$ cat config.mk
export PLATFORM = sky130hd
export DESIGN_NAME = pci_cmdsts_regs
export DESIGN_NICKNAME = d
export VERILOG_FILES = /design/src/rtl/pci_cs_pkg.sv /design/src/rtl/pci_cmd_reg.sv /design/src/rtl/pci_sts_reg.sv /design/src/rtl/pci_serr_gen.sv /design/src/rtl/pci_cmdsts_regs.sv
export SDC_FILE = /design/constraint.sdc
export NUM_CORES = 1
export LEC_CHECK = 0
export ABC_AREA = 1
export BUFFER_PORTS_ARGS = -buffer_cell sky130_fd_sc_hd__buf_2
export CAP_MARGIN = 20
export CORE_ASPECT_RATIO = 0.8
export CORE_UTILIZATION = 36
export CTS_CLUSTER_DIAMETER = 60
export DETAILED_ROUTE_END_ITERATION = 12
export GPL_TIMING_DRIVEN = 0
export PLACE_DENSITY_LB_ADDON = 0.12
export RECOVER_POWER = 50
export SETUP_SLACK_MARGIN = 0.1
export SLEW_MARGIN = 40
export SYNTH_ARGS = -nofsm -noshare
export SYNTH_HDL_FRONTEND = slang
export SYNTH_SLANG_ARGS = --single-unit
$ cat constraint.sdc
create_clock -name clk -period 2.4 [get_ports clk]
set_clock_uncertainty 0.2 [all_clocks]
set_input_delay 0.36 -clock clk [delete_from_list [all_inputs] [get_ports clk]]
set_output_delay 0.36 -clock clk [all_outputs]
set_load 0.05 [all_outputs]
$ cat src/rtl/pci_cs_pkg.sv
package pci_cs_pkg;
  localparam int DW    = 32;
  localparam int REG_W = DW / 2;
  localparam int BE_W  = DW / 8;
  localparam int N_EVT = 4;
  localparam logic [REG_W-1:0] CMD_CONST = 16'h0007;
  localparam logic [REG_W-1:0] STS_CONST = 16'h0280;
  localparam int CMD_SCE_BIT  = 3;
  localparam int CMD_SERR_BIT = 8;
  localparam int STS_EVT_LSB  = 11;
  // event order within the sticky field: 0 sent abort, 1 rcvd abort, 2 master abort, 3 serr
  typedef struct packed {
    logic serr;
    logic mabort;
    logic tabort_rcvd;
    logic tabort_sent;
  } sts_evt_t;
endpackage

$ cat src/rtl/pci_cmd_reg.sv
module pci_cmd_reg
  import pci_cs_pkg::*;
(
  input  logic             clk,
  input  logic             rst_n,
  input  logic             wr_en,
  input  logic [1:0]       be,
  input  logic [REG_W-1:0] wdata,
  output logic [REG_W-1:0] cmd_word,
  output logic             sce,
  output logic             serre
);
  logic sce_q, serre_q;

  always_ff @(posedge clk) begin
    if (!rst_n) begin
      sce_q   <= 1'b0;
      serre_q <= 1'b0;
    end else if (wr_en) begin
      if (be[CMD_SCE_BIT/8])  sce_q   <= wdata[CMD_SCE_BIT];
      if (be[CMD_SERR_BIT/8]) serre_q <= wdata[CMD_SERR_BIT];
    end
  end

  always_comb begin
    cmd_word               = CMD_CONST;
    cmd_word[CMD_SCE_BIT]  = sce_q;
    cmd_word[CMD_SERR_BIT] = serre_q;
  end

  assign sce   = sce_q;
  assign serre = serre_q;

  // a write on one lane leaves the other lane's enable untouched
  a_r4_lane_independent: assert property (@(posedge clk) disable iff (!rst_n)
    (wr_en && be == 2'b01) |=> $stable(serre_q));
endmodule

$ cat src/rtl/pci_sts_reg.sv
module pci_sts_reg
  import pci_cs_pkg::*;
(
  input  logic             clk,
  input  logic             rst_n,
  input  logic             clr_en,
  input  logic [N_EVT-1:0] clr_mask,
  input  logic [N_EVT-1:0] evt_set,
  output logic [REG_W-1:0] sts_word
);
  logic [N_EVT-1:0] flag_q;

  for (genvar i = 0; i < N_EVT; i++) begin : g_flag
    always_ff @(posedge clk) begin
      if (!rst_n)                       flag_q[i] <= 1'b0;
      else if (evt_set[i])              flag_q[i] <= 1'b1;
      else if (clr_en && clr_mask[i])   flag_q[i] <= 1'b0;
    end

    // a set event is never lost, even under a clear
    a_r9_set_wins: assert property (@(posedge clk) disable iff (!rst_n)
      evt_set[i] |=> flag_q[i]);
    // a 1 written with no competing event clears the flag
    a_r8_w1c: assert property (@(posedge clk) disable iff (!rst_n)
      (clr_en && clr_mask[i] && !evt_set[i]) |=> !flag_q[i]);
  end

  always_comb begin
    sts_word = STS_CONST;
    sts_word[STS_EVT_LSB +: N_EVT] = flag_q;
  end
endmodule

$ cat src/rtl/pci_serr_gen.sv
module pci_serr_gen (
  input  logic clk,
  input  logic rst_n,
  input  logic timeout,
  input  logic local_en,
  input  logic ext_en,
  output logic fire,
  output logic serr_pulse
);
  assign fire = timeout && local_en && ext_en;

  always_ff @(posedge clk) begin
    if (!rst_n) serr_pulse <= 1'b0;
    else        serr_pulse <= fire;
  end

  // a request only ever follows a timeout
  a_r5_serr_after_timeout: assert property (@(posedge clk) disable iff (!rst_n)
    serr_pulse |-> $past(timeout));
endmodule

$ cat src/rtl/pci_cmdsts_regs.sv
module pci_cmdsts_regs
  import pci_cs_pkg::*;
(
  input  logic            clk,
  input  logic            rst_n,
  input  logic            req_valid,
  output logic            req_ready,
  input  logic            req_write,
  input  logic [BE_W-1:0] req_be,
  input  logic [DW-1:0]   req_wdata,
  output logic            rsp_valid,
  input  logic            rsp_ready,
  output logic [DW-1:0]   rsp_rdata,
  input  logic            ev_master_abort,
  input  logic            ev_target_abort_rcvd,
  input  logic            ev_target_abort_sent,
  input  logic            dt_timeout,
  input  logic            serr_ext_en,
  input  logic            spc_shutdown,
  output logic            shutdown_hit,
  output logic            serr_req,
  output logic            io_en,
  output logic            mem_en,
  output logic            bus_master_en,
  output logic            special_cycle_en,
  output logic            serr_en
);
  logic             accept, wr_acc, rd_acc;
  logic [REG_W-1:0] cmd_word, sts_word;
  logic             sce, serre, serr_fire;
  sts_evt_t         evt;

  assign req_ready = !rsp_valid || rsp_ready;
  assign accept    = req_valid && req_ready;
  assign wr_acc    = accept && req_write;
  assign rd_acc    = accept && !req_write;

  pci_cmd_reg u_cmd (
    .clk      (clk),
    .rst_n    (rst_n),
    .wr_en    (wr_acc),
    .be       (req_be[1:0]),
    .wdata    (req_wdata[REG_W-1:0]),
    .cmd_word (cmd_word),
    .sce      (sce),
    .serre    (serre)
  );

  pci_serr_gen u_serr (
    .clk        (clk),
    .rst_n      (rst_n),
    .timeout    (dt_timeout),
    .local_en   (serre),
    .ext_en     (serr_ext_en),
    .fire       (serr_fire),
    .serr_pulse (serr_req)
  );

  assign evt.serr        = serr_fire;
  assign evt.mabort      = ev_master_abort;
  assign evt.tabort_rcvd = ev_target_abort_rcvd;
  assign evt.tabort_sent = ev_target_abort_sent;

  pci_sts_reg u_sts (
    .clk      (clk),
    .rst_n    (rst_n),
    .clr_en   (wr_acc && req_be[BE_W-1]),
    .clr_mask (req_wdata[REG_W+STS_EVT_LSB +: N_EVT]),
    .evt_set  (evt),
    .sts_word (sts_word)
  );

  always_ff @(posedge clk) begin
    if (!rst_n) begin
      rsp_valid <= 1'b0;
      rsp_rdata <= '0;
    end else if (rd_acc) begin
      rsp_valid <= 1'b1;
      rsp_rdata <= {sts_word, cmd_word};
    end else if (rsp_ready) begin
      rsp_valid <= 1'b0;
    end
  end

  assign shutdown_hit     = spc_shutdown && sce;
  assign io_en            = cmd_word[0];
  assign mem_en           = cmd_word[1];
  assign bus_master_en    = cmd_word[2];
  assign special_cycle_en = sce;
  assign serr_en          = serre;

  // every request to the bus is recorded in the status word
  a_r6_serr_logged: assert property (@(posedge clk) disable iff (!rst_n)
    serr_req |-> sts_word[STS_EVT_LSB+3]);
  // a stalled response holds its data
  a_r11_rsp_hold: assert property (@(posedge clk) disable iff (!rst_n)
    (rsp_valid && !rsp_ready) |=> (rsp_valid && $stable(rsp_rdata)));
  // fixed enables never drop after reset
  a_r2_fixed_en: assert property (@(posedge clk) disable iff (!rst_n)
    (io_en && mem_en && bus_master_en));
endmodule

==> impl_metrics.json <==
{
  "crit_required_ns": 1.84,
  "p_leak_nw": 0.6626,
  "period_share_pct": 68.17,
  "grt_usage_pct": 11.41,
  "initial_utilization_pct": 38.03,
  "powerDensity_nw_per_um2": 566.6,
  "endpoint": "rsp_rdata[3]",
  "cp_top_family": "buffers and inverters",
  "m1WireLength_um": 565,
  "drt-wirelength-per-cell_um": 7.508,
  "setup_tns_ns": 0,
  "post-cts-setup-buffers": 0,
  "vias": 748,
  "cts_tree": "yes",
  "endpoint_kind": "output pin",
  "async_reset_ff_share_pct": 0,
  "slowest_delay_ns": 0.47,
  "post-route-cell-area_um2": 1106,
  "crit_slowest_cell": "clkbuf_1",
  "antenna_found_initial": 0,
  "max_freq_ghz": 0.6112,
  "postSynthAreaPerCell_um2": 7.892,
  "fin_nets": 214,
  "hpwl_um": 1202,
  "ctsHoldBuffers": 0,
  "worst-path-buf-inv": 1,
  "area_growth_pct": 34.76,
  "yosysTopAreaCell": "dfxtp_1",
  "r2r_start": "rsp_valid",
  "grt-ovfl-total": 0,
  "dr_wl_met2_um": 683,
  "drive_above_1_share_pct": 42.77,
  "cp.arrival_ns": 1.08,
  "worstPathCellList": "clkbuf_1",
  "fp.dieW_um": 55.39,
  "crit_fanout": 2,
  "rsz0062_at_grt": "no",
  "ys_ff_latch": 15,
  "syn_inst": 104,
  "synth_top_area_share_pct": 36.59,
  "synth.area.top_cells": "dfxtp_1, buf_4, a21oi_1",
  "synth-main-ff-cell": "dfxtp_1",
  "cap_violations": 0,
  "synthTopCellsByCount": "buf_4, dfxtp_1, nand2_1, inv_1, a21oi_1",
  "first_iter_violations": 9,
  "drt_pre_antenna_iters": 4,
  "cp.depth": 1,
  "finalSetupViolations": 0,
  "first_global_vias": 539,
  "cts_max_level": 1,
  "std_cell_rows": 15,
  "cts_root_buffer": "clkbuf_4",
  "place_area_um2": 1115,
  "tightest_slew_ns": 0.5890,
  "cts.clk_slew.worst_paths_ns": 0.09,
  "netlist_area_um2": 820.8,
  "hold_violations": 0,
  "path_class": "flop to output pin",
  "highest_layer": "met4",
  "synth_edf_count": 0,
  "final_util_pct": 51.25,
  "timing.rr.end": "rsp_rdata[29]",
  "status": "complete, no violations",
  "grt_pass1_wl_um": 2097,
  "dieArea_um2": 2476,
  "synth.most_common_cell": "buf_4",
  "min_period_ns": 1.636,
  "finalMaxSlewViolations": 0,
  "antenna_cells": 0,
  "cts_buffer_depth": 2,
  "seq_area_frac_synth_pct": 36.59,
  "reg2reg_slack_ns": 0.80,
  "dp_cells": 187,
  "r2r_cells": 5,
  "wl_um": 1434,
  "met3_length_um": 171,
  "die_y_um": 44.71,
  "core_area_um2": 2158,
  "clock_sinks": 15,
  "yosysWarnings": 0,
  "drcViolationCount": 0,
  "startpoint": "rsp_rdata[3]",
  "cts_buffers": 3,
  "hp-class": "input pin to flop",
  "port_buffers": 36,
  "clk_latency_ns": 0.28,
  "yosysUniqueCellTypes": 20,
  "max-vdd-ir-drop_v": 0.0004081,
  "postCtsResizedCells": 0,
  "avgViaCountPerCell": 3.916,
  "final_cells": 191,
  "grt_max_degree": 11,
  "ant_nets": 0,
  "start_kind": "flop",
  "globalplace.congestion": 0.6654,
  "max-slew-margin-rel_pct": 60.90,
  "ios": 88,
  "hold_slack_ns": 0.1065
}
-- worst min-delay path by stage --
stage / cells past startpoint / startpoint / to
floorplan: 2 / u_sts.sts_word[11] / rsp_rdata[27]
global route: 3 / ev_target_abort_sent / u_sts.sts_word[11]
detailed placement: 2 / u_sts.sts_word[12] / rsp_rdata[28]
global placement: 2 / u_sts.sts_word[11] / rsp_rdata[27]
CTS: 3 / ev_target_abort_rcvd / u_sts.sts_word[12]
finish: 3 / ev_target_abort_rcvd / u_sts.sts_word[12]
-- registers in the layout, summed over array words and instances, names as in the netlist --
signal             cells
rsp_rdata              7
u_sts.sts_word         4
rsp_valid              1
u_cmd.sce              1
u_cmd.serre            1
u_serr.serr_pulse      1
-- metal layers --
| metal | global-route usage [%] | up-vias |
|---|---|---|
| met5 | 0 | - |
| met4 | 3.000 | 0 |
| met3 | 6.304 | 2 |
| met2 | 20.24 | 45 |
| met1 | 12.06 | 303 |
| li1 | - | 398 |
-- power by group --
part           total (mW)  leakage (nW)  switching, mW  internal (mW)
logic               0.223         0.522          0.161         0.0621
registers           0.265         0.123        0.00566          0.260
clock network       0.138        0.0177         0.0765         0.0618
-- cell families (layout without fill, tap and decap cells) --
family	count (synthesis)	in the layout	synth area share [%]
other cells	2	24	0.9150
compound gates	19	19	13.42
simple gates	24	24	15.55
flops	15	15	36.59
buf+inv	44	84	33.54
-- through the flow --
step,setup slack (ns),power [mW]
floorplan,0.7792,0.4658
CTS,0.7606,0.6403
finish,0.7638,0.6267
global placement,1.002,0.4998
detailed placement,1.000,0.5016
global route,0.6394,0.6597
-- final cells by class --
type / instances / area [µm²]
Multi-Input combinational cell: 67 / 296.5
Clock buffer: 3 / 22.52
Tap cell: 25 / 31.28
Clock inverter: 1 / 5.005
Timing Repair Buffer: 36 / 178.9
Inverter: 16 / 61.31
Buffer: 28 / 210.2
Sequential cell: 15 / 300.3
Fill cell: 233 / 1052
-- cell usage in the layout, fill, tap and decap left out --
cell,instances
nor2_1,3
clkbuf_4,3
a21oi_1,11
buf_2,35
inv_1,13
nand4_1,1
inv_2,2
nand2_2,1
o22ai_1,1
clkinv_2,1
o21ai_0,3
buf_4,28
nand3_1,4
clkinvlp_2,1
clkbuf_1,1
nand2_1,15
conb_1,24
o21a_1,1
o21bai_1,3
dfxtp_1,15
(Power assumes the default switching activity.)
